[config.mk]
export PLATFORM = sky130hd
export DESIGN_NAME = gated_reg_buffer
export DESIGN_NICKNAME = d
export VERILOG_FILES = /design/src/rtl/gbuf_pkg.sv /design/src/rtl/gbuf_mode_dec.sv /design/src/rtl/gbuf_fanout.sv /design/src/rtl/gbuf_regs.sv /design/src/rtl/gated_reg_buffer.sv
export SDC_FILE = /design/constraint.sdc
export NUM_CORES = 1
export LEC_CHECK = 0
export CORE_MARGIN = 2
export CORE_UTILIZATION = 36
export DETAILED_ROUTE_END_ITERATION = 12
export DONT_BUFFER_PORTS = 1
export PLACE_DENSITY = 0.48
export SYNTH_ARGS = -nofsm -noshare
export SYNTH_HDL_FRONTEND = slang
export SYNTH_HIERARCHICAL = 1
export SYNTH_SLANG_ARGS = --single-unit
[constraint.sdc]
create_clock -name clk_i -period 2.7 [get_ports clk_i]
set_clock_uncertainty 0.2 [all_clocks]
set_input_delay 0.54 -clock clk_i [delete_from_list [all_inputs] [get_ports clk_i]]
set_output_delay 0.54 -clock clk_i [all_outputs]
set_load 0.1 [all_outputs]
[src/rtl/gbuf_pkg.sv]
package gbuf_pkg;
  typedef enum logic [1:0] {
    MAP_WIDE      = 2'd0,
    MAP_NARROW_LO = 2'd1,
    MAP_NARROW_HI = 2'd2
  } map_e;
endpackage

[src/rtl/gbuf_mode_dec.sv]
module gbuf_mode_dec
  import gbuf_pkg::*;
(
  input  logic fanout_i,
  input  logic bank_i,
  output map_e mode_o
);
  // bank is only meaningful in the one-to-two mapping; illegal combo folds to wide
  always_comb begin
    if (!fanout_i)   mode_o = MAP_WIDE;
    else if (bank_i) mode_o = MAP_NARROW_HI;
    else             mode_o = MAP_NARROW_LO;
  end
endmodule

[src/rtl/gbuf_fanout.sv]
module gbuf_fanout
  import gbuf_pkg::*;
#(
  parameter int WIDE_W   = 25,
  parameter int NARROW_W = 14
) (
  input  map_e                mode_i,
  input  logic [WIDE_W-1:0]   data_i,
  output logic [WIDE_W-1:0]   next_a_o,
  output logic [NARROW_W-1:0] next_b_o
);
  localparam int HI_OFS = WIDE_W - NARROW_W;

  logic [NARROW_W-1:0] src_lo;
  logic [NARROW_W-1:0] src_hi;

  assign src_lo = data_i[NARROW_W-1:0];
  assign src_hi = data_i[WIDE_W-1:HI_OFS];

  always_comb begin
    next_a_o = '0;
    next_b_o = '0;
    unique case (mode_i)
      MAP_NARROW_LO: begin
        next_a_o[NARROW_W-1:0] = src_lo;
        next_b_o               = src_lo;
      end
      MAP_NARROW_HI: begin
        next_a_o[NARROW_W-1:0] = src_hi;
        next_b_o               = src_hi;
      end
      default: next_a_o = data_i;
    endcase
  end
endmodule

[src/rtl/gbuf_regs.sv]
module gbuf_regs #(
  parameter int WIDE_W   = 25,
  parameter int NARROW_W = 14
) (
  input  logic                clk_i,
  input  logic                rst_ni,
  input  logic                hold_i,
  input  logic [WIDE_W-1:0]   next_a_i,
  input  logic [NARROW_W-1:0] next_b_i,
  input  logic                cs_i,
  input  logic                odt_i,
  input  logic                cke_i,
  output logic [WIDE_W-1:0]   q_a_o,
  output logic [NARROW_W-1:0] q_b_o,
  output logic                cs_o,
  output logic                odt_o,
  output logic                cke_o
);
  // general outputs: gated by hold
  always_ff @(posedge clk_i or negedge rst_ni) begin
    if (!rst_ni) begin
      q_a_o <= '0;
      q_b_o <= '0;
    end else if (!hold_i) begin
      q_a_o <= next_a_i;
      q_b_o <= next_b_i;
    end
  end

  // control outputs: never gated
  always_ff @(posedge clk_i or negedge rst_ni) begin
    if (!rst_ni) begin
      cs_o  <= 1'b0;
      odt_o <= 1'b0;
      cke_o <= 1'b0;
    end else begin
      cs_o  <= cs_i;
      odt_o <= odt_i;
      cke_o <= cke_i;
    end
  end
endmodule

[src/rtl/gated_reg_buffer.sv]
module gated_reg_buffer
  import gbuf_pkg::*;
#(
  parameter int WIDE_W   = 25,
  parameter int NARROW_W = 14
) (
  input  logic                clk_i,
  input  logic                rst_ni,
  input  logic                fanout_i,
  input  logic                bank_i,
  input  logic                cs_i,
  input  logic                cs_hold_i,
  input  logic                odt_i,
  input  logic                cke_i,
  input  logic [WIDE_W-1:0]   data_i,
  output logic [WIDE_W-1:0]   q_a_o,
  output logic [NARROW_W-1:0] q_b_o,
  output logic                cs_o,
  output logic                odt_o,
  output logic                cke_o
);
  map_e                mode;
  logic [WIDE_W-1:0]   next_a;
  logic [NARROW_W-1:0] next_b;
  logic                hold;

  assign hold = cs_i & cs_hold_i;

  gbuf_mode_dec i_mode_dec (
    .fanout_i (fanout_i),
    .bank_i   (bank_i),
    .mode_o   (mode)
  );

  gbuf_fanout #(
    .WIDE_W   (WIDE_W),
    .NARROW_W (NARROW_W)
  ) i_fanout (
    .mode_i   (mode),
    .data_i   (data_i),
    .next_a_o (next_a),
    .next_b_o (next_b)
  );

  gbuf_regs #(
    .WIDE_W   (WIDE_W),
    .NARROW_W (NARROW_W)
  ) i_regs (
    .clk_i    (clk_i),
    .rst_ni   (rst_ni),
    .hold_i   (hold),
    .next_a_i (next_a),
    .next_b_i (next_b),
    .cs_i     (cs_i),
    .odt_i    (odt_i),
    .cke_i    (cke_i),
    .q_a_o    (q_a_o),
    .q_b_o    (q_b_o),
    .cs_o     (cs_o),
    .odt_o    (odt_o),
    .cke_o    (cke_o)
  );
endmodule

==> summary.txt <==
Timing
  – Fin Setup TNS: 0 ns
  – Unrepaired setup endpoints after global routing: no
  – Worst hold slack: 0.0769 ns
  – Final Hold Viols: 0
  – Final setup fails: 0
  – Tmin final: 2.00 ns
  – Max-slew violations: 0
  – Final Cycle Share: between 70% and 80%
  – Slew HR: 38.1%
  – Fmax: 501 MHz
  – Tightest Pin Transition: 0.929 ns
  – Crit path setup slack, layout: 0.704 ns

Routing
  – Via density: 5.04
  – DR iter-0 viols: 20
  – Drt drc: 0
  – Iteration count of the initial detailed-routing pass: 4
  – Vias: 1259
  – Routed wire per std cell: between 15 and 20 µm
  – Final ANT Viol Nets: 0
  – WL final: around 4.3 mm

Cells and area
  – FILL cells: 554
  – Finished Cell Area: about 0.0022 mm²
  – Ratio of cells with drive above 1 in the final layout: 30.3%
  – Layout area overhead: 6.17%
  – Final antenna diode count: 0
  – Most common library cell in the layout ignoring fill and taps: dfrtp_1
  – Commonest cells after routing, fill and taps aside: dfrtp_1, mux2_2, nand2_1
  – Nets: 214

Global routing
  – GRT Total Usage: 14.5%
  – GRT overflow: 0
  – Vias in the first global route: 1427
  – Initial antenna violation count: 0
  – First-pass GRT wire length: 7.04 mm
  – Pin count of the biggest net entering global routing: 43

Setup path
  – Max FO, Critical Path: 25
  – CP Class: in -> reg
  – Critical path required time: 2.67 ns
  – Setup crit end kind: flop
  – Depth of the most critical reg-to-reg path: 1
  – Worst Path Arrival: 1.97 ns
  – Crit path launch type: primary input

Place
  – Gpl congestion: 0.756
  – Final HPWL DP: a little over 3 mm
  – I/O Buffers: 0
  – Pre-CTS setup slack: 0.385 ns
  – Area after DPL: approximately 0.0021 mm²

Floorplanning
  – Site Rows: 27
  – Io pins: 75
  – Area of the die: 0.00637 mm²
  – DIE WIDTH: 79.8 µm
  – Starting Density: 37.3%
  – Chip height: 79.8 µm
  – Core area: 0.00554 mm²

Clock tree
  – Postcts setup bufs: 0
  – CTS root buf: clkbuf_8
  – # H-tree levels: 2
  – CTS tree: yes
  – CTS buffer count: 5
  – CTS Sinks: 42
  – Clock Latency Late Sink: 0.28 ns
  – Max clock buf depth: 2
  – Clk pin slew, worst setup/hold paths: 0.07 ns

Synthesis
  – Cell taking the most area after synthesis: dfrtp_1
  – Synth Area per Inst: 11.8 µm²
  – Post-synth top area share: about half
  – Area contributors post-synth: dfrtp_1, mux2_2, mux2_4
  – Distinct cell type count after synthesis: 20
  – Post-Synthesis Cells: 176
  – Mapped cell area: 0.00207 mm²
  – Synth Net Count: 212
  – Register area share after synthesis: 50.8%
  – FF+latch count, synth: 42
  – Synth Warn #: 6

Power and ir drop
  – Final total power: 1.67 mW
  – Worst VDD drop: around 320 µV
  – Pwr dens: 760 mW/mm²
  – LEAKAGE: 1.01 nW

Hold path
  – Tightest Hold Check Type: in -> reg
  – Worst hold stages: 0

Status
  – Outcome: completed

Flow run
  – # Max-Cap Violations: 0
per-layer routing:
metal  routed length [µm]  vias to the layer above  global-route usage, %
li1                     -                      586                      -
met1                 1600                      616                   15.2
met2                 2180                       50                   24.9
met3                  502                        7                   7.01
met4                   57                        0                   5.93
met5                    0                        -                      0
synthesized netlist by cell type, drive strengths merged:
library cell	count
a21oi	12
nand2	24
clkbuf	1
dfrtp	42
and2b	1
and2	13
ha	3
mux2	41
o21ai	12
nor2	2
a22oi	2
buf	9
inv	14
registers in the layout (all words and copies together), names as in the netlist:
register      cells
i_regs/q_a_o     25
i_regs/cke_o      1
i_regs/cs_o       1
i_regs/odt_o      1
i_regs/q_b_o     14
report_power, final:
part | switching [mW] | internal [mW]
clock network | 0.196 | 0.178
registers | 0.455 | 0.674
logic | 0.0773 | 0.0893
total | 0.728 | 0.941
through the flow:
| step | cells | utilization, % |
|---|---|---|
| 2_1_floorplan | 176 | - |
| 3_3_place_gp | 241 | 37.6 |
| 3_5_place_dp | 241 | 37.6 |
| 4_1_cts | 250 | 39.6 |
| 5_1_grt | 250 | 39.6 |
| 6_report | 250 | 39.6 |
repair_timing:
| action | in CTS | in global routing |
|---|---|---|
| hold endpoints to repair | 42 | 0 |
| resized for setup | 0 | 0 |
| hold buffers | 2 | 0 |
critical path, cell delays in order:
cell and delay [ns]:
and2b_2 0.20, inv_1 0.05, ha_1 0.78, a21oi_1 0.10, mux2_2 0.30
final timing paths:
kind / start / endpoint / slack, ns
max: bank_i / i_regs/q_b_o[11] / 0.70
min in group asynchronous: rst_ni / i_regs/q_a_o[17] / 0.57
min reg2reg: i_regs/q_a_o[14] / i_regs/q_a_o[14] / 1.00
max in group asynchronous: rst_ni / i_regs/q_a_o[10] / 1.54
max reg2reg: i_regs/q_b_o[2] / i_regs/q_b_o[2] / 1.18
min: cke_i / i_regs/cke_o / 0.08
cell families (layout without fill, tap and decap cells):
kind of cell | Yosys count | after routing | share of synthesized area (%)
mux | 41 | 41 | 24.1
flops | 42 | 42 | 50.8
simple gates | 40 | 40 | 9.14
buf+inv | 24 | 26 | 7.38
fa+ha+maj | 3 | 3 | 1.82
compound gates | 26 | 26 | 6.71
area by class of cell:
cell class                 count  area [µm²]  share of cell area (%)
sequential                    42        1050                    47.9
multi-input combinational    110         866                    39.4
tap                           72        90.1                    4.10
timing repair buffer           5        60.1                    2.74
inverter                      14        52.6                    2.39
clock buffer                   7        76.3                    3.48
No activity file was read; power rests on OpenSTA's default activity.
